<file path="config.mk">
export PLATFORM = sky130hd
export DESIGN_NAME = region_guard
export DESIGN_NICKNAME = d
export VERILOG_FILES = /design/src/rtl/rgn_guard_pkg.sv /design/src/rtl/rgn_table.sv /design/src/rtl/rgn_attr_decode.sv /design/src/rtl/region_guard.sv
export SDC_FILE = /design/constraint.sdc
export NUM_CORES = 1
export LEC_CHECK = 0
export ABC_AREA = 1
export ABC_CLOCK_PERIOD_IN_PS = 3700
export BUFFER_PORTS_ARGS = -buffer_cell sky130_fd_sc_hd__buf_2
export CORE_MARGIN = 1.5
export CORE_UTILIZATION = 50
export DETAILED_ROUTE_END_ITERATION = 10
export PLACE_DENSITY = 0.77
export REMOVE_ABC_BUFFERS = 1
export SYNTH_ARGS = -nofsm -noshare
export SYNTH_HDL_FRONTEND = slang
export SYNTH_SLANG_ARGS = --single-unit
</file>
<file path="constraint.sdc">
create_clock -name clk -period 3.7 [get_ports clk]
set_clock_uncertainty 0.05 [all_clocks]
set_input_delay 0.37 -clock clk [delete_from_list [all_inputs] [get_ports clk]]
set_output_delay 0.37 -clock clk [all_outputs]
set_load 0.01 [all_outputs]
</file>
<file path="src/rtl/rgn_guard_pkg.sv">
package rgn_guard_pkg;

    typedef enum logic [1:0] {
        ACC_LOAD  = 2'd0,
        ACC_STORE = 2'd1,
        ACC_FETCH = 2'd2,
        ACC_RSVD  = 2'd3
    } acc_kind_e;

    typedef enum logic [2:0] {
        CP_NONE    = 3'd0,
        CP_WTHRU   = 3'd1,
        CP_WBACK   = 3'd2,
        CP_BYPASS  = 3'd3,
        CP_ISOLATE = 3'd4
    } cache_pol_e;

    typedef enum logic [1:0] {
        CZ_NONE  = 2'd0,
        CZ_LOAD  = 2'd1,
        CZ_STORE = 2'd2,
        CZ_FETCH = 2'd3
    } cause_e;

    typedef struct packed {
        logic rd;
        logic wr;
        logic ex;
    } rights_t;

endpackage

</file>
<file path="src/rtl/rgn_table.sv">
module rgn_table #(
    parameter int IDX_W      = 3,
    parameter int ATTR_W     = 4,
    parameter int RESET_ATTR = 2
) (
    input  logic              clk,
    input  logic              rst_n,
    input  logic              wr_en,
    input  logic [IDX_W-1:0]  wr_idx,
    input  logic [IDX_W-1:0]  wr_base,
    input  logic [ATTR_W-1:0] wr_attr,
    input  logic [IDX_W-1:0]  rd_idx,
    output logic [IDX_W-1:0]  rd_base,
    output logic [ATTR_W-1:0] rd_attr
);
    localparam int NREG = 1 << IDX_W;

    logic [IDX_W-1:0]  base_q [NREG];
    logic [ATTR_W-1:0] attr_q [NREG];

    for (genvar g = 0; g < NREG; g++) begin : g_entry
        logic [IDX_W-1:0]  base_d;
        logic [ATTR_W-1:0] attr_d;
        logic              hit;

        always_comb begin
            hit    = wr_en && (wr_idx == IDX_W'(g));
            base_d = hit ? wr_base : base_q[g];
            attr_d = hit ? wr_attr : attr_q[g];
        end

        always_ff @(posedge clk or negedge rst_n) begin
            if (!rst_n) begin
                base_q[g] <= IDX_W'(g);
                attr_q[g] <= ATTR_W'(RESET_ATTR);
            end else begin
                base_q[g] <= base_d;
                attr_q[g] <= attr_d;
            end
        end
    end

    always_comb begin
        rd_base = base_q[rd_idx];
        rd_attr = attr_q[rd_idx];
    end
endmodule

</file>
<file path="src/rtl/rgn_attr_decode.sv">
module rgn_attr_decode
    import rgn_guard_pkg::*;
#(
    parameter int ATTR_W = 4
) (
    input  logic [ATTR_W-1:0] attr,
    input  logic              cattr_mode,
    output rights_t           rights,
    output cache_pol_e        policy
);
    always_comb begin
        rights = '0;
        policy = CP_NONE;
        case (attr)
            ATTR_W'(0):  begin rights = '{rd: 1'b1, wr: 1'b1, ex: 1'b0}; policy = CP_WTHRU;   end
            ATTR_W'(1):  begin rights = '{rd: 1'b1, wr: 1'b1, ex: 1'b1}; policy = CP_WTHRU;   end
            ATTR_W'(2):  begin rights = '{rd: 1'b1, wr: 1'b1, ex: 1'b1}; policy = CP_BYPASS;  end
            ATTR_W'(3):  begin rights = '{rd: 1'b0, wr: 1'b0, ex: 1'b1}; policy = CP_WBACK;   end
            ATTR_W'(4):  begin rights = '{rd: 1'b1, wr: 1'b1, ex: 1'b1}; policy = CP_WBACK;   end
            ATTR_W'(5):  begin
                if (!cattr_mode) begin
                    rights = '{rd: 1'b1, wr: 1'b1, ex: 1'b1};
                    policy = CP_WBACK;
                end
            end
            ATTR_W'(14): begin rights = '{rd: 1'b1, wr: 1'b1, ex: 1'b0}; policy = CP_ISOLATE; end
            default: begin
                rights = '0;
                policy = CP_NONE;
            end
        endcase
    end
endmodule

</file>
<file path="src/rtl/region_guard.sv">
module region_guard
    import rgn_guard_pkg::*;
#(
    parameter int ADDR_W     = 32,
    parameter int IDX_W      = 3,
    parameter int ATTR_W     = 4,
    parameter int RESET_ATTR = 2
) (
    input  logic                           clk,
    input  logic                           rst_n,
    input  logic                           req_valid,
    input  logic [ADDR_W-1:0]              req_addr,
    input  logic [1:0]                     req_kind,
    input  logic                           cattr_mode,
    input  logic [(1<<IDX_W)*ATTR_W-1:0]   cattr_word,
    input  logic                           wr_en,
    input  logic [IDX_W-1:0]               wr_idx,
    input  logic [IDX_W-1:0]               wr_base,
    input  logic [ATTR_W-1:0]              wr_attr,
    output logic                           rsp_valid,
    output logic [ADDR_W-1:0]              rsp_paddr,
    output logic                           rsp_rd,
    output logic                           rsp_wr,
    output logic                           rsp_ex,
    output logic [2:0]                     rsp_cache,
    output logic                           rsp_fault,
    output logic [1:0]                     rsp_cause
);
    localparam int OFF_W = ADDR_W - IDX_W;

    typedef struct packed {
        logic              valid;
        logic [ADDR_W-1:0] paddr;
        rights_t           rights;
        cache_pol_e        policy;
        logic              fault;
        cause_e            cause;
    } rsp_t;

    logic [IDX_W-1:0]  region;
    logic [IDX_W-1:0]  tbl_base;
    logic [ATTR_W-1:0] tbl_attr;
    logic [ATTR_W-1:0] sel_attr;
    rights_t           dec_rights;
    cache_pol_e        dec_policy;
    rsp_t              rsp_d, rsp_q;

    assign region = req_addr[ADDR_W-1 -: IDX_W];

    rgn_table #(
        .IDX_W      (IDX_W),
        .ATTR_W     (ATTR_W),
        .RESET_ATTR (RESET_ATTR)
    ) u_table (
        .clk     (clk),
        .rst_n   (rst_n),
        .wr_en   (wr_en),
        .wr_idx  (wr_idx),
        .wr_base (wr_base),
        .wr_attr (wr_attr),
        .rd_idx  (region),
        .rd_base (tbl_base),
        .rd_attr (tbl_attr)
    );

    always_comb begin
        sel_attr = cattr_mode ? cattr_word[region*ATTR_W +: ATTR_W] : tbl_attr;
    end

    rgn_attr_decode #(
        .ATTR_W (ATTR_W)
    ) u_decode (
        .attr       (sel_attr),
        .cattr_mode (cattr_mode),
        .rights     (dec_rights),
        .policy     (dec_policy)
    );

    always_comb begin
        logic   allowed;
        cause_e deny_cause;

        case (acc_kind_e'(req_kind))
            ACC_STORE: begin allowed = dec_rights.wr; deny_cause = CZ_STORE; end
            ACC_FETCH: begin allowed = dec_rights.ex; deny_cause = CZ_FETCH; end
            default:   begin allowed = dec_rights.rd; deny_cause = CZ_LOAD;  end
        endcase

        rsp_d = '0;
        if (req_valid) begin
            rsp_d.valid  = 1'b1;
            rsp_d.paddr  = cattr_mode ? req_addr : {tbl_base, req_addr[OFF_W-1:0]};
            rsp_d.rights = dec_rights;
            rsp_d.policy = dec_policy;
            rsp_d.fault  = !allowed;
            rsp_d.cause  = allowed ? CZ_NONE : deny_cause;
        end
    end

    always_ff @(posedge clk or negedge rst_n) begin
        if (!rst_n) begin
            rsp_q <= '0;
        end else begin
            rsp_q <= rsp_d;
        end
    end

    assign rsp_valid = rsp_q.valid;
    assign rsp_paddr = rsp_q.paddr;
    assign rsp_rd    = rsp_q.rights.rd;
    assign rsp_wr    = rsp_q.rights.wr;
    assign rsp_ex    = rsp_q.rights.ex;
    assign rsp_cache = rsp_q.policy;
    assign rsp_fault = rsp_q.fault;
    assign rsp_cause = rsp_q.cause;
endmodule

</file>
==> impl_metrics.py <==
metrics = {
    "layout": {
        "fin_cells": 787,
        "antenna_cells": 0,
        "fillCellCount": 791,
        "nets": 758,
        "drive_gt1_share_pct": 25.0,
        "syn_to_final_growth_pct": 16.8,
    },
    "logic_synthesis": {
        "synth-warning-count": 0,
        "synth.top_cell.area_share_pct": 42.6,
        "muxShareOfSynthArea_pct": 0,
        "synth-xor-area-share_pct": 0,
        "seq_area_frac_synth_pct": 54.2,
        "avgSynthCellArea_um2": 7.99,
        "ys_ff_latch": 97,
        "synth_edf_count": 0,
        "async_reset_ff_share_pct": 100,
        "syn_area_um2": 4520,
        "synthAdderAreaFrac_pct": 0.553,
        "synth_top_family_by_area": "simple AND/OR/NAND/NOR gates",
        "synth-compound-area-share_pct": 9.76,
        "syn_inst": 566,
        "yosys.cell_types.count": 26,
        "ys_top_cells_by_area": "dfrtp_1 (43%), nand2_1 (16%), dfstp_2 (12%), o21ai_0 (8.1%), inv_1 (6.2%)",
        "synth_top_area_cell": "dfrtp_1",
        "synth_top_flop_cell": "dfrtp_1",
        "synth-simple-area-share_pct": 24.8,
    },
    "critical_path": {
        "worstPathMaxFanout": 29,
        "cpMostUsedCell": "nand3_1",
        "worst-r2r-setup-slack_ns": 1.97,
        "critical_path.top_delay_family": "simple AND/OR/NAND/NOR gates",
        "crit_slowest_cell": "buf_2",
        "critPathKind": "in -> reg",
        "cp.required_ns": 3.91,
        "crit_path_start_kind": "input pin",
        "critPathMaxStageDelay_ns": 0.34,
        "worstRegToRegCells": 11,
        "reg2reg_from": "u_table.attr_q[25]",
        "path_buf_inv": 2,
        "crit_chain": "buf_2, inv_2, nor2_1, o21ai_0, nand3_1, nand3_1, nand2_2, nand3_1, nand2_1, nand3b_1, nand3_2, nor2_1",
        "critPathCaptureType": "flop",
        "reg2reg_to": "rsp_cause[1]",
        "arrival_ns": 2.16,
    },
    "hold_path": {
        "hold_path_class": "in -> async",
    },
    "routing": {
        "detail-route-antenna-nets": 0,
        "viasPerCell": 5.00,
        "dr.pass1.iters": 5,
        "postRouteWirelength_mm": 10.4,
        "drc_errors": 0,
        "num_vias": 3936,
        "drt_iter0_markers": 265,
        "routedWlPerCell_um": 13.2,
    },
    "flow_run": {
        "drv_cap": 0,
    },
    "place": {
        "place_congestion": 0.830,
        "place_ws_ns": 1.43,
        "place_inst": 772,
        "io_buffers": 122,
        "hpwl_mm": 7.13,
    },
    "timing": {
        "min_period_ns": 1.95,
        "fmax_ghz": 0.513,
        "tightest_slew_ns": 0.759,
        "slew_headroom_pct": 49.4,
        "tns_ns": 0,
        "rsz0062_at_grt": "no",
        "timing.final.crit_share_pct": 52.7,
        "final_max_slew_viol_count": 0,
        "setup_viol_count_final": 0,
        "whs_ns": 0.0303,
        "finalHoldViolCount": 0,
        "setup_ws_ns": 1.75,
    },
    "clock_network": {
        "cts_tree": "built",
        "clockBufferDepth": 2,
        "htreeDepth": 3,
        "cts_sinks": 97,
        "hold_buffers": 0,
        "root_buffer": "clkbuf_8",
        "cts_resized": 0,
        "clk_pin_slew_ns": 0.09,
        "cts_buffers": 9,
        "clk_latency_ns": 0.36,
        "post_cts_buffers": 0,
    },
    "power_and_ir_drop": {
        "ir_worst_vdd_mv": 0.245,
        "power_density_nw_per_um2": 444,
        "leakage_nw": 3.03,
    },
    "grt": {
        "grt_util_all_layers_pct": 22.7,
        "grt_pass1_wl_mm": 17.5,
        "grt_overflow": 0,
        "antenna_found_initial": 0,
        "grt_max_degree": 64,
        "grt_pass1_vias": 3766,
    },
    "die": {
        "fp.dieW_um": 98.1,
        "io_pins": 123,
        "start_util_pct": 51.6,
        "core_area_um2": 8760,
        "die_area_um2": 9630,
        "fp.dieH_um": 98.1,
        "num_rows": 34,
    },
    "status": {
        "status": "completed",
    },
}
[cells by family (layout without fill, tap and decap cells)]
| family | count (synthesis) | count (layout) |
|---|---|---|
| simple gates | 275 | 275 |
| fa+ha+maj | 2 | 2 |
| buf+inv | 106 | 219 |
| compound gates | 86 | 86 |
| flops | 97 | 97 |
[flip-flops by register name (all words and copies together), names as in the netlist]
register,cells
rsp_cache,3
rsp_cause,2
rsp_ex,1
rsp_fault,1
rsp_paddr,32
rsp_rd,1
rsp_valid,1
u_table.attr_q,32
u_table.base_q,24
[placed cells by master, fill, tap and decap left out, drive strengths merged, types with 2 or more instances in the layout]
cell type and count:
a211oi 2, a21oi 7, buf 126, clkbuf 9
clkinv 2, clkinvlp 3, dfrtp 77, dfstp 20
ha 2, inv 79, nand2 197, nand3 43
nand4 2, nor2 30, nor3 2, o211ai 2
o21ai 74
[cell usage after synthesis (5+ instances only)]
cell type  count
nand3_1       41
inv_1         75
buf_6          6
nand2_2        5
nand2_1      192
o21ai_0       73
a21oi_1        7
nor2_1        30
dfstp_2       20
buf_2          6
clkbuf_1      12
dfrtp_1       77
[cell type report]
| cell class | instances | area [µm²] | area share (%) |
|---|---|---|---|
| tap | 108 | 135 | 2.56 |
| clock inverter | 6 | 51.3 | 0.971 |
| timing repair buffer | 126 | 643 | 12.2 |
| inverter | 78 | 293 | 5.54 |
| clock buffer | 9 | 124 | 2.34 |
| multi-input combinational | 363 | 1590 | 30.0 |
| sequential | 97 | 2450 | 46.4 |
[layer usage]
metal  wire length (µm)  track usage [%]
met5                  0                0
met4                124             6.70
met3                490             3.72
met2               5200             38.8
met1               4550             29.8
[how the worst max path moves through the flow]
stage	slack (ns)	start	cells after the start	endpoint
final	1.75	req_addr[30]	12	rsp_cause[1]
after global routing	1.64	req_addr[30]	13	rsp_cause[1]
after CTS	1.81	req_addr[30]	14	rsp_cause[1]
after detailed placement	1.43	req_addr[30]	14	rsp_cause[0]
after global placement	1.53	req_addr[30]	11	rsp_fault
after floorplan	2.01	req_addr[29]	14	rsp_cause[0]
[report_power, final]
part | switching (mW) | total (mW) | internal [mW]
registers | 0.0644 | 1.30 | 1.23
logic | 0.264 | 0.430 | 0.166
clock network | 0.373 | 0.622 | 0.248
total | 0.702 | 2.35 | 1.65
[stage by stage]
stage	util (%)	cell area, µm²	power, mW
after global routing	60.3	5290	2.51
after global placement	58.3	5110	1.72
after floorplan	-	4330	1.56
final	60.3	5290	2.35
after detailed placement	58.3	5110	1.74
after CTS	60.3	5290	2.36
(Power assumes the default switching activity.)
